$ cat src/rtl/result_readout_pkg.sv
package result_readout_pkg;
  localparam int unsigned CH_W       = 3;
  localparam logic [2:0]  MODE_CYCLE = 3'd6;
  localparam logic [2:0]  MODE_QUEUE = 3'd7;
endpackage

$ cat src/rtl/rr_cycle_ptr.sv
module rr_cycle_ptr #(
  parameter int unsigned N_SLOT = 6,
  parameter int unsigned PW     = 3
) (
  input  logic          clk,
  input  logic          rst_n,
  input  logic          adv,
  output logic [PW-1:0] ptr
);
  logic [PW-1:0] ptr_nx;

  always_comb begin
    ptr_nx = ptr;
    if (adv) begin
      if (ptr == PW'(N_SLOT - 1)) ptr_nx = '0;
      else                        ptr_nx = ptr + 1'b1;
    end
  end

  always_ff @(posedge clk or negedge rst_n) begin
    if (!rst_n) ptr <= '0;
    else        ptr <= ptr_nx;
  end
endmodule

$ cat src/rtl/rr_fifo_ctl.sv
module rr_fifo_ctl #(
  parameter int unsigned N_SLOT = 6,
  parameter int unsigned PW     = 3,
  parameter int unsigned CNT_W  = 3
) (
  input  logic             clk,
  input  logic             rst_n,
  input  logic             clr,
  input  logic             push_req,
  input  logic             pop_req,
  output logic [PW-1:0]    head,
  output logic [PW-1:0]    tail,
  output logic [CNT_W-1:0] count,
  output logic             push_ok,
  output logic             pop_ok,
  output logic             ovf_set
);
  logic [PW-1:0]    head_nx, tail_nx;
  logic [CNT_W-1:0] count_nx;

  function automatic logic [PW-1:0] wrap_inc(input logic [PW-1:0] p);
    return (p == PW'(N_SLOT - 1)) ? '0 : p + 1'b1;
  endfunction

  always_comb begin
    pop_ok  = pop_req && (count != '0);
    push_ok = push_req && ((count != CNT_W'(N_SLOT)) || pop_ok);
    ovf_set = push_req && !push_ok;
  end

  always_comb begin
    head_nx  = head;
    tail_nx  = tail;
    count_nx = count;
    if (clr) begin
      head_nx  = '0;
      tail_nx  = '0;
      count_nx = '0;
    end else begin
      if (pop_ok)  head_nx = wrap_inc(head);
      if (push_ok) tail_nx = wrap_inc(tail);
      case ({push_ok, pop_ok})
        2'b10:   count_nx = count + 1'b1;
        2'b01:   count_nx = count - 1'b1;
        default: count_nx = count;
      endcase
    end
  end

  always_ff @(posedge clk or negedge rst_n) begin
    if (!rst_n) begin
      head  <= '0;
      tail  <= '0;
      count <= '0;
    end else begin
      head  <= head_nx;
      tail  <= tail_nx;
      count <= count_nx;
    end
  end
endmodule

$ cat src/rtl/rr_slot.sv
module rr_slot #(
  parameter int unsigned DATA_W = 12,
  parameter int unsigned CH_W   = 3
) (
  input  logic              clk,
  input  logic              rst_n,
  input  logic              clr,
  input  logic              wr,
  input  logic [CH_W-1:0]   wr_ch,
  input  logic [DATA_W-1:0] wr_data,
  input  logic              rd_clr,
  output logic              vld,
  output logic [CH_W-1:0]   ch,
  output logic [DATA_W-1:0] data
);
  logic              vld_nx;
  logic [CH_W-1:0]   ch_nx;
  logic [DATA_W-1:0] data_nx;

  always_comb begin
    vld_nx  = vld;
    ch_nx   = ch;
    data_nx = data;
    if (clr) begin
      vld_nx = 1'b0;
    end else if (wr) begin
      vld_nx  = 1'b1;
      ch_nx   = wr_ch;
      data_nx = wr_data;
    end else if (rd_clr) begin
      vld_nx = 1'b0;
    end
  end

  always_ff @(posedge clk or negedge rst_n) begin
    if (!rst_n) begin
      vld  <= 1'b0;
      ch   <= '0;
      data <= '0;
    end else begin
      vld  <= vld_nx;
      ch   <= ch_nx;
      data <= data_nx;
    end
  end
endmodule

$ cat src/rtl/result_readout.sv
module result_readout
  import result_readout_pkg::*;
#(
  parameter int unsigned N_SLOT = 6,
  parameter int unsigned DATA_W = 12
) (
  input  logic              clk,
  input  logic              rst_n,
  input  logic              wr_en,
  input  logic [2:0]        wr_ch,
  input  logic [DATA_W-1:0] wr_data,
  input  logic              rd_en,
  input  logic [2:0]        mode,
  output logic [DATA_W+3:0] rd_word,
  output logic              ovf
);
  localparam int unsigned PW     = (N_SLOT > 1) ? $clog2(N_SLOT) : 1;
  localparam int unsigned CNT_W  = $clog2(N_SLOT + 1);
  localparam int unsigned WORD_W = DATA_W + CH_W + 1;

  // reset: asserted at once, released on a clock edge
  logic [1:0] rst_pipe;
  logic       rst_i_n;

  always_ff @(posedge clk or negedge rst_n) begin
    if (!rst_n) rst_pipe <= 2'b00;
    else        rst_pipe <= {rst_pipe[0], 1'b1};
  end
  assign rst_i_n = rst_pipe[1];

  // mode category tracking; a change empties the storage
  logic mode_fifo_q;
  logic fifo_now;
  logic flush;

  assign fifo_now = (mode == MODE_QUEUE);
  assign flush    = (fifo_now != mode_fifo_q);

  always_ff @(posedge clk or negedge rst_i_n) begin
    if (!rst_i_n) mode_fifo_q <= 1'b0;
    else          mode_fifo_q <= fifo_now;
  end

  logic wr_ok, rd_ok;
  assign wr_ok = wr_en && (int'(wr_ch) < N_SLOT) && !flush;
  assign rd_ok = rd_en && !flush;

  // cycling position
  logic [PW-1:0] cyc_ptr;
  logic          cyc_adv;
  assign cyc_adv = rd_ok && !fifo_now && (mode == MODE_CYCLE);

  rr_cycle_ptr #(.N_SLOT(N_SLOT), .PW(PW)) u_cyc (
    .clk  (clk),
    .rst_n(rst_i_n),
    .adv  (cyc_adv),
    .ptr  (cyc_ptr)
  );

  // queue pointers
  logic [PW-1:0]    q_head, q_tail;
  logic [CNT_W-1:0] fifo_cnt;
  logic             push_ok, pop_ok, ovf_set;

  rr_fifo_ctl #(.N_SLOT(N_SLOT), .PW(PW), .CNT_W(CNT_W)) u_fifo (
    .clk     (clk),
    .rst_n   (rst_i_n),
    .clr     (flush),
    .push_req(wr_ok && fifo_now),
    .pop_req (rd_ok && fifo_now),
    .head    (q_head),
    .tail    (q_tail),
    .count   (fifo_cnt),
    .push_ok (push_ok),
    .pop_ok  (pop_ok),
    .ovf_set (ovf_set)
  );

  // read slot selection
  logic [PW-1:0] rd_idx;
  always_comb begin
    if (fifo_now)                 rd_idx = q_head;
    else if (mode == MODE_CYCLE)  rd_idx = cyc_ptr;
    else                          rd_idx = PW'(mode);
  end

  // slot storage
  logic [N_SLOT-1:0] slot_vld;
  logic [CH_W-1:0]   slot_ch   [N_SLOT];
  logic [DATA_W-1:0] slot_data [N_SLOT];

  for (genvar i = 0; i < N_SLOT; i++) begin : g_slot
    logic wr_i, rdc_i;
    assign wr_i  = fifo_now ? (push_ok && (q_tail == PW'(i)))
                            : (wr_ok && (wr_ch == CH_W'(i)));
    assign rdc_i = rd_ok && (rd_idx == PW'(i));

    rr_slot #(.DATA_W(DATA_W), .CH_W(CH_W)) u_slot (
      .clk    (clk),
      .rst_n  (rst_i_n),
      .clr    (flush),
      .wr     (wr_i),
      .wr_ch  (wr_ch),
      .wr_data(wr_data),
      .rd_clr (rdc_i),
      .vld    (slot_vld[i]),
      .ch     (slot_ch[i]),
      .data   (slot_data[i])
    );
  end

  // output word
  logic              sel_vld;
  logic [CH_W-1:0]   sel_ch;
  logic [DATA_W-1:0] sel_data;
  logic [WORD_W-1:0] word_nx;

  always_comb begin
    sel_vld  = 1'b0;
    sel_ch   = '0;
    sel_data = '0;
    for (int i = 0; i < N_SLOT; i++) begin
      if (rd_idx == PW'(i)) begin
        sel_vld  = slot_vld[i];
        sel_ch   = slot_ch[i];
        sel_data = slot_data[i];
      end
    end
    if (sel_vld)       word_nx = {1'b1, sel_ch, sel_data};
    else if (fifo_now) word_nx = '0;
    else               word_nx = {1'b0, CH_W'(rd_idx), {DATA_W{1'b0}}};
  end

  logic ovf_nx;
  assign ovf_nx = ovf | ovf_set;

  always_ff @(posedge clk or negedge rst_i_n) begin
    if (!rst_i_n) begin
      rd_word <= '0;
      ovf     <= 1'b0;
    end else begin
      if (rd_ok) rd_word <= word_nx;
      ovf <= ovf_nx;
    end
  end
endmodule

$ cat config.mk
export PLATFORM = sky130hd
export DESIGN_NAME = result_readout
export DESIGN_NICKNAME = d
export VERILOG_FILES = /design/src/rtl/result_readout_pkg.sv /design/src/rtl/rr_cycle_ptr.sv /design/src/rtl/rr_fifo_ctl.sv /design/src/rtl/rr_slot.sv /design/src/rtl/result_readout.sv
export SDC_FILE = /design/constraint.sdc
export NUM_CORES = 1
export LEC_CHECK = 0
export BUFFER_PORTS_ARGS = -buffer_cell sky130_fd_sc_hd__buf_2
export CAP_MARGIN = 10
export CORE_ASPECT_RATIO = 2
export CORE_MARGIN = 2
export CORE_UTILIZATION = 61
export CTS_BUF_LIST = sky130_fd_sc_hd__clkbuf_16
export CTS_CLUSTER_DIAMETER = 60
export CTS_CLUSTER_SIZE = 30
export DETAILED_ROUTE_END_ITERATION = 8
export PLACE_DENSITY = 0.88
export SYNTH_ARGS = -nofsm -noshare
export SYNTH_HDL_FRONTEND = slang
export SYNTH_SLANG_ARGS = --single-unit
$ cat constraint.sdc
create_clock -name clk -period 5.2 [get_ports clk]
set_clock_uncertainty 0.15 [all_clocks]
set_input_delay 1.04 -clock clk [delete_from_list [all_inputs] [get_ports clk]]
set_output_delay 1.04 -clock clk [all_outputs]
set_load 0.1 [all_outputs]
==> results.ini <==
[outcome]
status = finished clean

[routing]
drtAntennaViolNets = 0
wirelength_um = 14500
drc = 0
via_per_inst = 6.34
dr.pass1.iters = 6
vias = 4305
wl_per_cell_um = 21.4
drtIter0Drc = 352

[placement]
io_buffers = 38
dp_hpwl_um = 9160
dp_slack_ns = 1.45
place.gp.congestion = 0.893

[layout]
diodes = 0
drive_above_1_share = 0.342
synthToLayoutAreaGrowth_pct = 13.0
mostFrequentLayoutCell = dfrtp_1
layout_common_cells = dfrtp_1 (127), mux2_2 (71), nand2_1 (69)
layout.nets = 555
fill_cells = 690

[global_route]
grt_max_degree = 79
grt_use_total = 0.293
antenna_found_initial = 0
grt_pass1_wl_um = 23800
grt_pass1_vias = 4604
overflow = 0

[floorplan]
rows = 52
core_um2 = 10000
die_area_um2 = 11000
initial_core_util = 0.619
dieWidth_um = 75.3
die_h_um = 147
io_pins = 39

[synth]
ys_ff_latch = 128
yosysUniqueCellTypes = 70
avgSynthCellArea_um2 = 12.5
ys.flop_type = dfrtp_1
yosysWarnings = 0
syn_nets = 522
syn_area_um2 = 6200
async_flop_share = 1.00
synth_edf_count = 0
seq_area_frac_synth = 0.517
synth_cells = 498

[critical_path]
worstRegToRegCells = 7
crit_path_cell_trace = buf_2 -> nand2_1 -> a31oi_4 -> buf_4 -> nand2b_1 -> o211ai_2 -> nand2_1 -> o21ai_0
cp_max_fo = 28
worst_ep_arrival_time_ns = 3.59
endpoint_kind = register
crit_buf_inv = 2
crit_path_start_kind = primary input
cp_slowest_cell = nand2b_1
crit_top_cell = nand2_1
cp.depth = 8
max_stage_delay_ns = 0.64
crit_family = simple AND/OR/NAND/NOR gates
required_ns = 5.31
path_class = in2reg

[worst_hold_path]
hold_depth = 0
hp-class = reg2reg

[timing]
period_needed_ns = 3.48
worstMarginPinSlew_ns = 1.35
slew_violations = 0
min_period_over_period = 0.670
setup_viol = 0
fin_tns_setup_ns = 0
hold_viol = 0
relSlewSlack = 0.0971
rsz0062_at_grt = false
max_freq_ghz = 0.287
finalWorstSetupSlack_ns = 1.72

[power]
total_power_mw = 3.34
leakage_nw = 3.20
max-vdd-ir-drop_mv = 0.364
p_per_area_nw_per_um2 = 477

[cts]
holdBufCountCts = 0
cts_setup_buffers = 0
numCtsBuffers = 17
cts_tree = built
clk_latency_ns = 0.41
clk_pin_slew_ns = 0.06
clk_path_buf_depth = 2
htree_levels = 4
cts_resized = 0
cts_sinks = 128
ctsRootBufferMaster = clkbuf_16

[job]
maxCapViolations = 0

==> synthesized netlist by cell type (2+ instances only) <==
| cell | count | area (um^2) |
|---|---|---|
| o21a_1 | 2 | 15.0 |
| inv_1 | 8 | 30.0 |
| o21ai_1 | 10 | 50.1 |
| buf_12 | 2 | 40.0 |
| a31oi_1 | 4 | 25.0 |
| nand2_1 | 69 | 259 |
| mux2_4 | 18 | 270 |
| nand2b_1 | 6 | 37.5 |
| o311ai_0 | 2 | 17.5 |
| a221oi_1 | 3 | 26.3 |
| or3_1 | 2 | 12.5 |
| o22ai_1 | 3 | 18.8 |
| xnor2_1 | 2 | 17.5 |
| buf_6 | 6 | 67.6 |
| mux2i_1 | 2 | 20.0 |
| and2_1 | 2 | 12.5 |
| or2_2 | 2 | 12.5 |
| o32ai_1 | 3 | 26.3 |
| mux4_1 | 3 | 78.8 |
| buf_4 | 2 | 15.0 |
| o22a_1 | 2 | 17.5 |
| nand4_1 | 4 | 25.0 |
| dfrtp_1 | 128 | 3200 |
| nand3_1 | 3 | 15.0 |
| nand3b_1 | 3 | 22.5 |
| buf_2 | 12 | 60.1 |
| mux4_2 | 9 | 203 |
| a21oi_1 | 34 | 170 |
| nor4_1 | 2 | 12.5 |
| o211ai_1 | 2 | 15.0 |
| nor3b_1 | 2 | 15.0 |
| nor2_1 | 15 | 56.3 |
| clkbuf_1 | 4 | 15.0 |
| o21ai_0 | 20 | 100 |
| mux2_2 | 71 | 800 |
| a32oi_2 | 2 | 32.5 |
==> stage by stage <==
stage	utilization	std cells	cell area [um^2]	hold slack, ns
after floorplan	-	498	6200	0.181
after global placement	0.637	647	6380	0.188
after detailed placement	0.637	647	6380	0.186
after CTS	0.700	679	7010	0.210
after global routing	0.700	679	7010	0.231
final	0.700	679	7010	0.207
==> report_power, final <==
part | internal (mW) | switching [mW]
sequential | 1.21 | 0.153
clock | 0.838 | 0.422
combinational | 0.300 | 0.416
==> area by class of cell <==
| type | count | area (um^2) | area share |
|---|---|---|---|
| inverter | 10 | 40.0 | 0.00571 |
| tap | 135 | 169 | 0.0241 |
| multi-input combinational | 333 | 2760 | 0.393 |
| sequential | 128 | 3210 | 0.458 |
| timing repair buffer | 41 | 213 | 0.0303 |
| clock buffer | 17 | 425 | 0.0607 |
| clock inverter | 15 | 200 | 0.0286 |
==> logic make-up after synthesis <==
kind of cell             synth area share
AND/OR/NAND/NOR                    0.0962
multiplexers                        0.221
buffers and inverters              0.0391
flip-flops                          0.517
AO/OA/AOI/OAI                       0.112
XOR/XNOR                          0.00868
adder cells (fa/ha/maj)           0.00525
other                            0.000605
==> metal layers <==
layer,GRT usage,vias to the layer above,routed length [um]
li1,-,1873,-
met1,0.339,2185,5180
met2,0.473,173,7860
met3,0.0642,74,652
met4,0.186,0,823
met5,0,-,0
==> worst paths after layout <==
check | slack, ns | to | start
worst min register to register | 0.21 | rst_pipe[1] | rst_pipe[0]
min in group asynchronous | 0.25 | rst_pipe[1] | rst_n
worst min-delay path | 0.21 | rst_pipe[1] | rst_pipe[0]
worst max register to register | 2.35 | rd_word[0] | u_cyc.ptr[1]
max in group asynchronous | 3.37 | g_slot[4].u_slot.ch[2] | rst_pipe[1]
worst max-delay path | 1.72 | rd_word[0] | mode[0]
==> state kept, by name, summed over array words and instances (netlist names) <==
register,cells
g_slot.u_slot.data,72
rst_pipe,2
g_slot.u_slot.ch,18
rd_word,16
mode_fifo_q,1
u_fifo.count,3
ovf,1
u_fifo.tail,3
u_fifo.head,3
u_cyc.ptr,3
g_slot.u_slot.vld,6
==> worst reg2reg max path, delay by kind of cell (launching register included) <==
family / cells / cell delay (ns)
and+or+nand+nor: 3 / 1.22
buffers and inverters: 1 / 0.37
DFF: 1 / 0.39
AOI/OAI and AO/OA: 3 / 0.59
No activity file was read; power rests on OpenSTA's default activity.
